<file path="src/rtl/pregf_pkg.sv">
package pregf_pkg;
  localparam int REG_COUNT = 32;
  localparam int DATA_W    = 32;

  typedef enum logic [1:0] {
    FSEL_SRCA = 2'd0,
    FSEL_SRCB = 2'd1,
    FSEL_DEST = 2'd2
  } faultSel_e;

  typedef struct packed {
    logic      writeData;
    logic      setPoison;
    logic      raiseExc;
    logic      deferred;
    logic      raiseResume;
    logic      rejectStore;
    faultSel_e faultSel;
  } strobe_t;
endpackage

</file>
<file path="src/rtl/pregf_dpath.sv">
module pregf_dpath
  import pregf_pkg::*;
#(
  parameter int REG_COUNT = pregf_pkg::REG_COUNT,
  parameter int DATA_W    = pregf_pkg::DATA_W,
  localparam int ADDR_W   = $clog2(REG_COUNT)
) (
  input  logic              clk,
  input  logic              rstN,
  input  strobe_t           stb,
  input  logic [ADDR_W-1:0] wrAddr,
  input  logic [DATA_W-1:0] wrData,
  input  logic [ADDR_W-1:0] rdAddrA,
  input  logic [ADDR_W-1:0] rdAddrB,
  output logic [DATA_W-1:0] rdDataA,
  output logic [DATA_W-1:0] rdDataB,
  output logic              rdPoisA,
  output logic              rdPoisB
);
  logic [DATA_W-1:0]    regQ [REG_COUNT];
  logic [REG_COUNT-1:0] poisonQ;

  // Entry 0 is a hard zero and can never be flagged.
  assign regQ[0]    = '0;
  assign poisonQ[0] = 1'b0;

  for (genvar g = 1; g < REG_COUNT; g++) begin : g_reg
    logic [DATA_W-1:0] q;
    logic              p;
    logic              hit;
    assign hit = (wrAddr == ADDR_W'(g));
    always_ff @(posedge clk or negedge rstN) begin
      if (!rstN) begin
        q <= '0;
        p <= 1'b0;
      end else if (hit) begin
        if (stb.writeData) begin
          q <= wrData;
          p <= 1'b0;
        end else if (stb.setPoison) begin
          p <= 1'b1;
        end
      end
    end
    assign regQ[g]    = q;
    assign poisonQ[g] = p;
  end

  assign rdDataA = regQ[rdAddrA];
  assign rdDataB = regQ[rdAddrB];
  assign rdPoisA = poisonQ[rdAddrA];
  assign rdPoisB = poisonQ[rdAddrB];

  AST_ZERO_REG_CLEAN: assert property (@(posedge clk) disable iff (!rstN)
    (rdAddrA == '0) |-> (rdDataA == '0 && !rdPoisA));
  AST_POISON_SET: assert property (@(posedge clk) disable iff (!rstN)
    (stb.setPoison && !stb.writeData && wrAddr != '0) |=> poisonQ[$past(wrAddr)]);
  AST_WRITE_CLEARS: assert property (@(posedge clk) disable iff (!rstN)
    (stb.writeData && wrAddr != '0) |=>
      (!poisonQ[$past(wrAddr)] && regQ[$past(wrAddr)] == $past(wrData)));
endmodule

</file>
<file path="src/rtl/pregf_ctrl.sv">
module pregf_ctrl
  import pregf_pkg::*;
#(
  parameter int REG_COUNT = pregf_pkg::REG_COUNT,
  localparam int ADDR_W   = $clog2(REG_COUNT)
) (
  input  logic              clk,
  input  logic              rstN,
  input  logic              issueValid,
  input  logic              issueSpec,
  input  logic              issueStore,
  input  logic              rdUseA,
  input  logic [ADDR_W-1:0] rdAddrA,
  input  logic              rdUseB,
  input  logic [ADDR_W-1:0] rdAddrB,
  input  logic              wrEn,
  input  logic [ADDR_W-1:0] wrAddr,
  input  logic              excValid,
  input  logic              excTerminating,
  input  logic              poisA,
  input  logic              poisB,
  output strobe_t           stb,
  output logic              excReq,
  output logic              excDeferred,
  output logic [ADDR_W-1:0] excReg,
  output logic              resumeReq,
  output logic              storeErr
);
  logic srcPoisA, srcPoisB, srcPois;
  assign srcPoisA = rdUseA && poisA;
  assign srcPoisB = rdUseB && poisB;
  assign srcPois  = srcPoisA || srcPoisB;

  always_comb begin
    stb = '0;
    stb.faultSel = FSEL_DEST;
    if (issueValid) begin
      if (issueStore) begin
        if (issueSpec) begin
          stb.rejectStore = 1'b1;
        end else if (srcPois) begin
          stb.raiseExc = 1'b1;
          stb.deferred = 1'b1;
          stb.faultSel = srcPoisA ? FSEL_SRCA : FSEL_SRCB;
        end
      end else if (!issueSpec && srcPois) begin
        stb.raiseExc = 1'b1;
        stb.deferred = 1'b1;
        stb.faultSel = srcPoisA ? FSEL_SRCA : FSEL_SRCB;
      end else if (excValid && !excTerminating) begin
        stb.raiseResume = 1'b1;
      end else if (excValid && !issueSpec) begin
        stb.raiseExc = 1'b1;
      end else if (issueSpec && (excValid || srcPois)) begin
        stb.setPoison = wrEn;
      end else begin
        stb.writeData = wrEn;
      end
    end
  end

  always_ff @(posedge clk or negedge rstN) begin
    if (!rstN) begin
      excReq      <= 1'b0;
      excDeferred <= 1'b0;
      excReg      <= '0;
      resumeReq   <= 1'b0;
      storeErr    <= 1'b0;
    end else begin
      excReq      <= stb.raiseExc;
      excDeferred <= stb.deferred;
      resumeReq   <= stb.raiseResume;
      storeErr    <= stb.rejectStore;
      if (stb.raiseExc || stb.raiseResume) begin
        case (stb.faultSel)
          FSEL_SRCA: excReg <= rdAddrA;
          FSEL_SRCB: excReg <= rdAddrB;
          default:   excReg <= wrAddr;
        endcase
      end
    end
  end

  AST_SPEC_NO_EXC: assert property (@(posedge clk) disable iff (!rstN)
    (issueValid && issueSpec) |=> !excReq);
  AST_SPEC_STORE_REJECT: assert property (@(posedge clk) disable iff (!rstN)
    (issueValid && issueSpec && issueStore) |=> (storeErr && !excReq && !resumeReq));
  AST_PULSE_NEEDS_ISSUE: assert property (@(posedge clk) disable iff (!rstN)
    (excReq || resumeReq || storeErr) |-> $past(issueValid));
  AST_ONE_FAULT_KIND: assert property (@(posedge clk) disable iff (!rstN)
    $onehot0({excReq, resumeReq, storeErr}));
endmodule

</file>
<file path="src/rtl/poison_regfile.sv">
module poison_regfile
  import pregf_pkg::*;
#(
  parameter int REG_COUNT = pregf_pkg::REG_COUNT,
  parameter int DATA_W    = pregf_pkg::DATA_W,
  localparam int ADDR_W   = $clog2(REG_COUNT)
) (
  input  logic              clk,
  input  logic              rstN,
  input  logic              issueValid,
  input  logic              issueSpec,
  input  logic              issueStore,
  input  logic              rdUseA,
  input  logic [ADDR_W-1:0] rdAddrA,
  input  logic              rdUseB,
  input  logic [ADDR_W-1:0] rdAddrB,
  input  logic              wrEn,
  input  logic [ADDR_W-1:0] wrAddr,
  input  logic [DATA_W-1:0] wrData,
  input  logic              excValid,
  input  logic              excTerminating,
  output logic [DATA_W-1:0] rdDataA,
  output logic [DATA_W-1:0] rdDataB,
  output logic              rdPoisA,
  output logic              rdPoisB,
  output logic              excReq,
  output logic              excDeferred,
  output logic [ADDR_W-1:0] excReg,
  output logic              resumeReq,
  output logic              storeErr
);
  strobe_t stb;

  pregf_ctrl #(.REG_COUNT(REG_COUNT)) u_ctrl (
    .clk(clk), .rstN(rstN),
    .issueValid(issueValid), .issueSpec(issueSpec), .issueStore(issueStore),
    .rdUseA(rdUseA), .rdAddrA(rdAddrA), .rdUseB(rdUseB), .rdAddrB(rdAddrB),
    .wrEn(wrEn), .wrAddr(wrAddr),
    .excValid(excValid), .excTerminating(excTerminating),
    .poisA(rdPoisA), .poisB(rdPoisB),
    .stb(stb),
    .excReq(excReq), .excDeferred(excDeferred), .excReg(excReg),
    .resumeReq(resumeReq), .storeErr(storeErr)
  );

  pregf_dpath #(.REG_COUNT(REG_COUNT), .DATA_W(DATA_W)) u_dpath (
    .clk(clk), .rstN(rstN), .stb(stb),
    .wrAddr(wrAddr), .wrData(wrData),
    .rdAddrA(rdAddrA), .rdAddrB(rdAddrB),
    .rdDataA(rdDataA), .rdDataB(rdDataB),
    .rdPoisA(rdPoisA), .rdPoisB(rdPoisB)
  );
endmodule

</file>
<file path="config.mk">
export PLATFORM = sky130hd
export DESIGN_NAME = poison_regfile
export DESIGN_NICKNAME = d
export VERILOG_FILES = /design/src/rtl/pregf_pkg.sv /design/src/rtl/pregf_dpath.sv /design/src/rtl/pregf_ctrl.sv /design/src/rtl/poison_regfile.sv
export SDC_FILE = /design/constraint.sdc
export NUM_CORES = 2
export LEC_CHECK = 0
export CAP_MARGIN = 30
export CELL_PAD_IN_SITES_DETAIL_PLACEMENT = 0
export CELL_PAD_IN_SITES_GLOBAL_PLACEMENT = 2
export CORE_ASPECT_RATIO = 1.25
export CORE_UTILIZATION = 25
export DETAILED_ROUTE_END_ITERATION = 7
export DONT_BUFFER_PORTS = 1
export GPL_ROUTABILITY_DRIVEN = 0
export PLACE_DENSITY_LB_ADDON = 0.1
export SYNTH_ARGS = -nofsm -noshare
export SYNTH_HDL_FRONTEND = slang
export SYNTH_SLANG_ARGS = --single-unit
export TNS_END_PERCENT = 100
</file>
<file path="constraint.sdc">
create_clock -name clk -period 10.7 [get_ports clk]
set_clock_uncertainty 0.05 [all_clocks]
set_input_delay 2.14 -clock clk [delete_from_list [all_inputs] [get_ports clk]]
set_output_delay 2.14 -clock clk [all_outputs]
set_load 0.01 [all_outputs]
</file>
; ---- Word level (Yosys, flattened, before mapping)
; Index checks and enable logic that the tools add are counted.
; Widths: inputs -> output; s select.
[totals]
reg_bits = 1032
output_inout_bits = 75
[classes]
magnitude_cmp = 4
eq_ne = 32
mux = 36
bitwise = 2
n_reduce_logical = 75
[op_table]
columns = operator, n
row1 = $bmux 32 s5, 2
row2 = $mux 32, 4
row3 = $reduce_and 2->1, 62
row4 = $eq 5x5->1 const B, 16
row5 = $eq 5x4->1 const B, 8
row6 = $eq 5x3->1 const B, 4
row7 = $mux 2, 10
row8 = $mux 1, 15
row9 = $ge 6x6->1 const B, 2
row10 = $lt 5x6->1 const B, 2
row11 = $not 5->6, 2
row12 = $bmux 1 s5, 2
row13 = $eq 5x2->1 const B, 2
row14 = $pmux 5 s2, 1
row15 = $mux 8, 1
row16 = $logic_and 1x1->1, 6
row17 = $eq 5x1->1 const B, 1
row18 = $logic_or 1x1->1, 3
row19 = $mux 3, 1
row20 = $eq 2x1->1 const B, 1
row21 = $logic_not 1->1, 2
row22 = $logic_not 2->1, 1
row23 = $reduce_bool 2->1, 1

; ---- Logic depth before layout (Yosys ltp)
[logic_depth]
word_depth = 14
mapped_depth = 12
depth_no_buf = 8

; ---- By module
; Synthesis repeated with hierarchy kept, for this count alone.
[hier_totals]
hier_cells = 3847
hier_area_um2 = 55640.9
[by_module_without_submodules]
columns = module, instances, cells_per_inst, area_per_inst_um2, seq_area_each_um2
row1 = pregf_dpath, 1, 3795, 55079.1, 25599.6
row2 = pregf_ctrl, 1, 52, 561.8, 225.2

; ---- Least setup slack after synthesis
; OpenSTA, ideal clock, no wires.
[synth_path]
kind = input to output
start = input rdAddrB[0]
end = output rdDataB[10]
arrival_ps = 4588
t_required_ps = 8510
setup_slack_ps = 3922
cell_stages = 7
cell_sequence = clkbuf_2 buf_2 clkbuf_1 buf_1 mux4_2 mux4_2 mux2_2
[synth_via]
elab_chain_len = 4
[synth_lines]
columns = item, line_no
row1 = "start, declared", poison_regfile.sv:16  ; input logic [ADDR_W-1:0] rdAddrB,
row2 = $not 5->6 (implied by the code), pregf_dpath.sv:50  ; assign rdDataB = regQ[rdAddrB];
row3 = $bmux 32 s5, pregf_dpath.sv:50
row4 = $mux 32 (implied by the code) (2 in a row), pregf_dpath.sv:50
row5 = "end, declared", poison_regfile.sv:23  ; output logic [DATA_W-1:0] rdDataB,
; Every way passes these cells. The select of a mux whose other input is x is not followed.

; ---- Final worst setup path
[layout_path]
start = input rdAddrB[0]
end = output rdPoisB
[layout_via]
elab_chain_len = 2
[layout_lines]
columns = item, line_no
row1 = $bmux 1 s5, pregf_dpath.sv:52  ; assign rdPoisB = poisonQ[rdAddrB];
row2 = $mux 1 (implied by the code), pregf_dpath.sv:52
row3 = "end, declared", poison_regfile.sv:25  ; output logic rdPoisB,
; Every way passes these cells. The select of a mux whose other input is x is not followed.

==> impl_metrics.toml <==
[status]
run_status = "complete, but fails checks"
violations = "DRC"

[synthesis]
synth_xor_xnor_area_share = 0
synth-async-reset-ratio = 1.00
synth_top_family_by_area = "multiplexers"
synth-seq-cells = 1032
synth-adder-area-share = 0
synth_flop_cell = "dfrtp_1"
yosys-top-cells-area = "dfrtp_1 46%, mux4_2 23%, mux2_2 22%, clkbuf_1 1.4%, a22o_1 1.0%"
yosysUniqueCellTypes = 50
syn-mean-instance-area_um2 = 16.1
ys_seq_area_frac = 0.464
synth_top_cell_by_area = "dfrtp_1"
synth_area_mm2 = 0.0557
synth_compound_area_frac = 0.0213
synth-edff-count = 0
yosys.area_share.simple = 0.0149
synth_most_common_cell = "mux2_2"
postSynthNetCount = 3508
synthCells = 3451
synthTopCellsByCount = "1081 x mux2_2, 1032 x dfrtp_1, 576 x mux4_2"
yosysWarningCount = 0
synth_mux_area_frac = 0.465
synth_top_area_share = 0.464

[clocking]
clockBufferDepth = 4
tritoncts = "done"
numCtsBuffers = 138
clockRootBuffer = "clkbuf_16"
h-tree-depth = 4
clk-insertion-delay-late_ns = 0.78
path_clk_slew_ns = 0.05
cts_resized = 0
hold_buffers = 0
cts_setup_buffers = 0
cts_sinks = 1032

[worst_setup_path]
critPathTopFamily = "compound AO/OA/AOI/OAI gates"
worstSetupPathType = "input port to output port"
rrSetupSlack_ns = 6.53
critical_path_buf_inv_count = 2
critPathMaxFanout = 269
arrival_ns = 4.92
path_cells = "nor2b_4 > buf_4 > nand2_1 > a41oi_1 > o211a_4 > inv_1"
reg2reg_depth = 10
worstReg2RegStart = "u_dpath.g_reg[12].p"
reg2reg_to = "u_dpath.g_reg[28].q[16]"
required_ns = 8.51
worstSetupEndpointType = "output port"
crit_path_top_delay_cell = "buf_4"
worstSetupStartpointType = "input port"
max_stage_delay_ns = 0.64

[route]
vias_per_cell = 5.11
vias = 32000
routedWlPerCell_um = 30.5
wl_um = 191000
drc = 12
drtPass1Iterations = 8
ant_nets = 0
first_iter_violations = 1586

[timing]
tightest_slew_ns = 1.22
relSlewSlack = 0.188
rsz0062_at_grt = "false"
fin_crit_ns = 7.11
slew_viol_final = 0
fmax_mhz = 141
tns_ns = 0
fin_crit_sh = 0.664
hold_violations = 0
final-setup-viol-count = 0

[worst_hold_path]
hp-start = "u_dpath.g_reg[29].q[16]"
hold_depth = 1
hold_class = "register to register"
whs_endpoint = "u_dpath.g_reg[29].q[16]"

[global_route]
grt_pass1_vias = 36900
antenna_found_initial = 4
grt_max_degree = 270
grt_use_total = 0.172
grt_pass1_wl_um = 279000
grt-ovfl-total = 0

[power]
power.density_mw_per_mm2 = 149
design_power_total_mw = 9.36
ir_worst_vdd_mv = 0.0929
leakage_nw = 28.0

[cells_and_area]
fin_nets = 3310
drive_gt1_frac = 0.584
design_area_mm2 = 0.0627
final_util = 0.283
n_fill_cell = 22100
syn_to_final_growth_pct = 12.6

[floorplan]
core_area_mm2 = 0.221
start_util = 0.252
die_area_mm2 = 0.225
die_w_um = 424
num_io_pins = 132
rows = 193
die_h_um = 530

[placed_design]
place_hpwl_um = 106000
io_buffers = 0
placed_area_mm2 = 0.0583

[run]
maxCapViolations = 0
==> kinds of logic after synthesis <==
| kind of cell | Yosys count |
|---|---|
| compound gates | 143 |
| buf+inv | 408 |
| mux | 1726 |
| simple gates | 142 |
| flops | 1032 |
==> final cells by class <==
type / instances / area, um^2 / area share
diodes: 2 / 5.00 / 0.0000798
clock buffers: 199 / 4060 / 0.0647
clock inverters: 27 / 265 / 0.00423
inverters: 13 / 48.8 / 0.000778
multi-input cells: 2011 / 28000 / 0.447
flip-flops and latches: 1032 / 25800 / 0.412
well taps: 2925 / 3660 / 0.0584
repair buffers: 57 / 791 / 0.0126
==> worst register-to-register path, delay by kind of cell (launching register included) <==
family,cells,cell delay [ns]
AO/OA/AOI/OAI,3,1.11
buffers and inverters,3,1.19
flip-flops,1,0.39
multiplexers,2,0.58
AND/OR/NAND/NOR,2,0.71
==> registers in the layout, summed over array words and instances (netlist names) <==
| signal | count |
|---|---|
| u_dpath.g.p | 31 |
| u_ctrl.excReg | 5 |
| u_ctrl.excReq | 1 |
| u_ctrl.resumeReq | 1 |
| u_ctrl.excDeferred | 1 |
| u_ctrl.storeErr | 1 |
| u_dpath.g.q | 992 |
==> worst max-delay path by stage <==
stage	slack (ns)	cells past startpoint	startpoint	end
after floorplan	3.92	7	rdAddrB[0]	rdDataB[10]
after global routing	3.66	6	rdAddrB[0]	rdPoisB
after detailed placement	3.48	11	rdAddrB[0]	u_dpath.g_reg[28].q[25]
after global placement	3.43	11	rdAddrB[0]	u_dpath.g_reg[28].q[26]
final	3.59	6	rdAddrB[0]	rdPoisB
after CTS	3.76	6	rdAddrB[0]	rdPoisB
==> stage by stage <==
stage	std cells	hold slack, ns	setup slack (ns)
2_1_floorplan	3451	0.421	3.92
3_3_place_gp	6020	0.431	3.43
3_5_place_dp	6035	0.446	3.48
4_1_cts	6261	0.461	3.76
5_1_grt	6265	0.477	3.66
6_report	6266	0.457	3.59
==> routing by layer <==
metal	GRT usage	vias up	routed length [um]
li1	-	13100	-
met1	0.208	18100	78300
met2	0.311	565	101000
met3	0.0275	263	7040
met4	0.0481	0	4840
met5	0	-	0
==> layout by cell type, fill, tap and decap left out, types with 5 or more instances in the layout <==
cell and instances:
a21oi_1 21, a22o_1 64, a22oi_1 5, a2bb2oi_1 5, a41oi_1 6, buf_12 13
buf_16 10, buf_4 34, clkbuf_1 28, clkbuf_16 142, clkbuf_8 29, clkinv_2 17
dfrtp_1 1032, inv_1 12, mux2_1 43, mux2_2 1081, mux2i_1 26, mux4_2 576
nand2_1 17, nand3_1 23, nor2_1 15, nor2b_1 9, nor3_1 6, nor4_1 20
o21a_1 20, o22ai_1 5, or3_1 5, or3_4 18
==> report_power, final <==
group	switching [mW]	internal (mW)
Sequential	0.119	4.07
Clock	1.80	2.71
Combinational	0.255	0.401
Total	2.17	7.18
No activity file was read; power rests on OpenSTA's default activity.
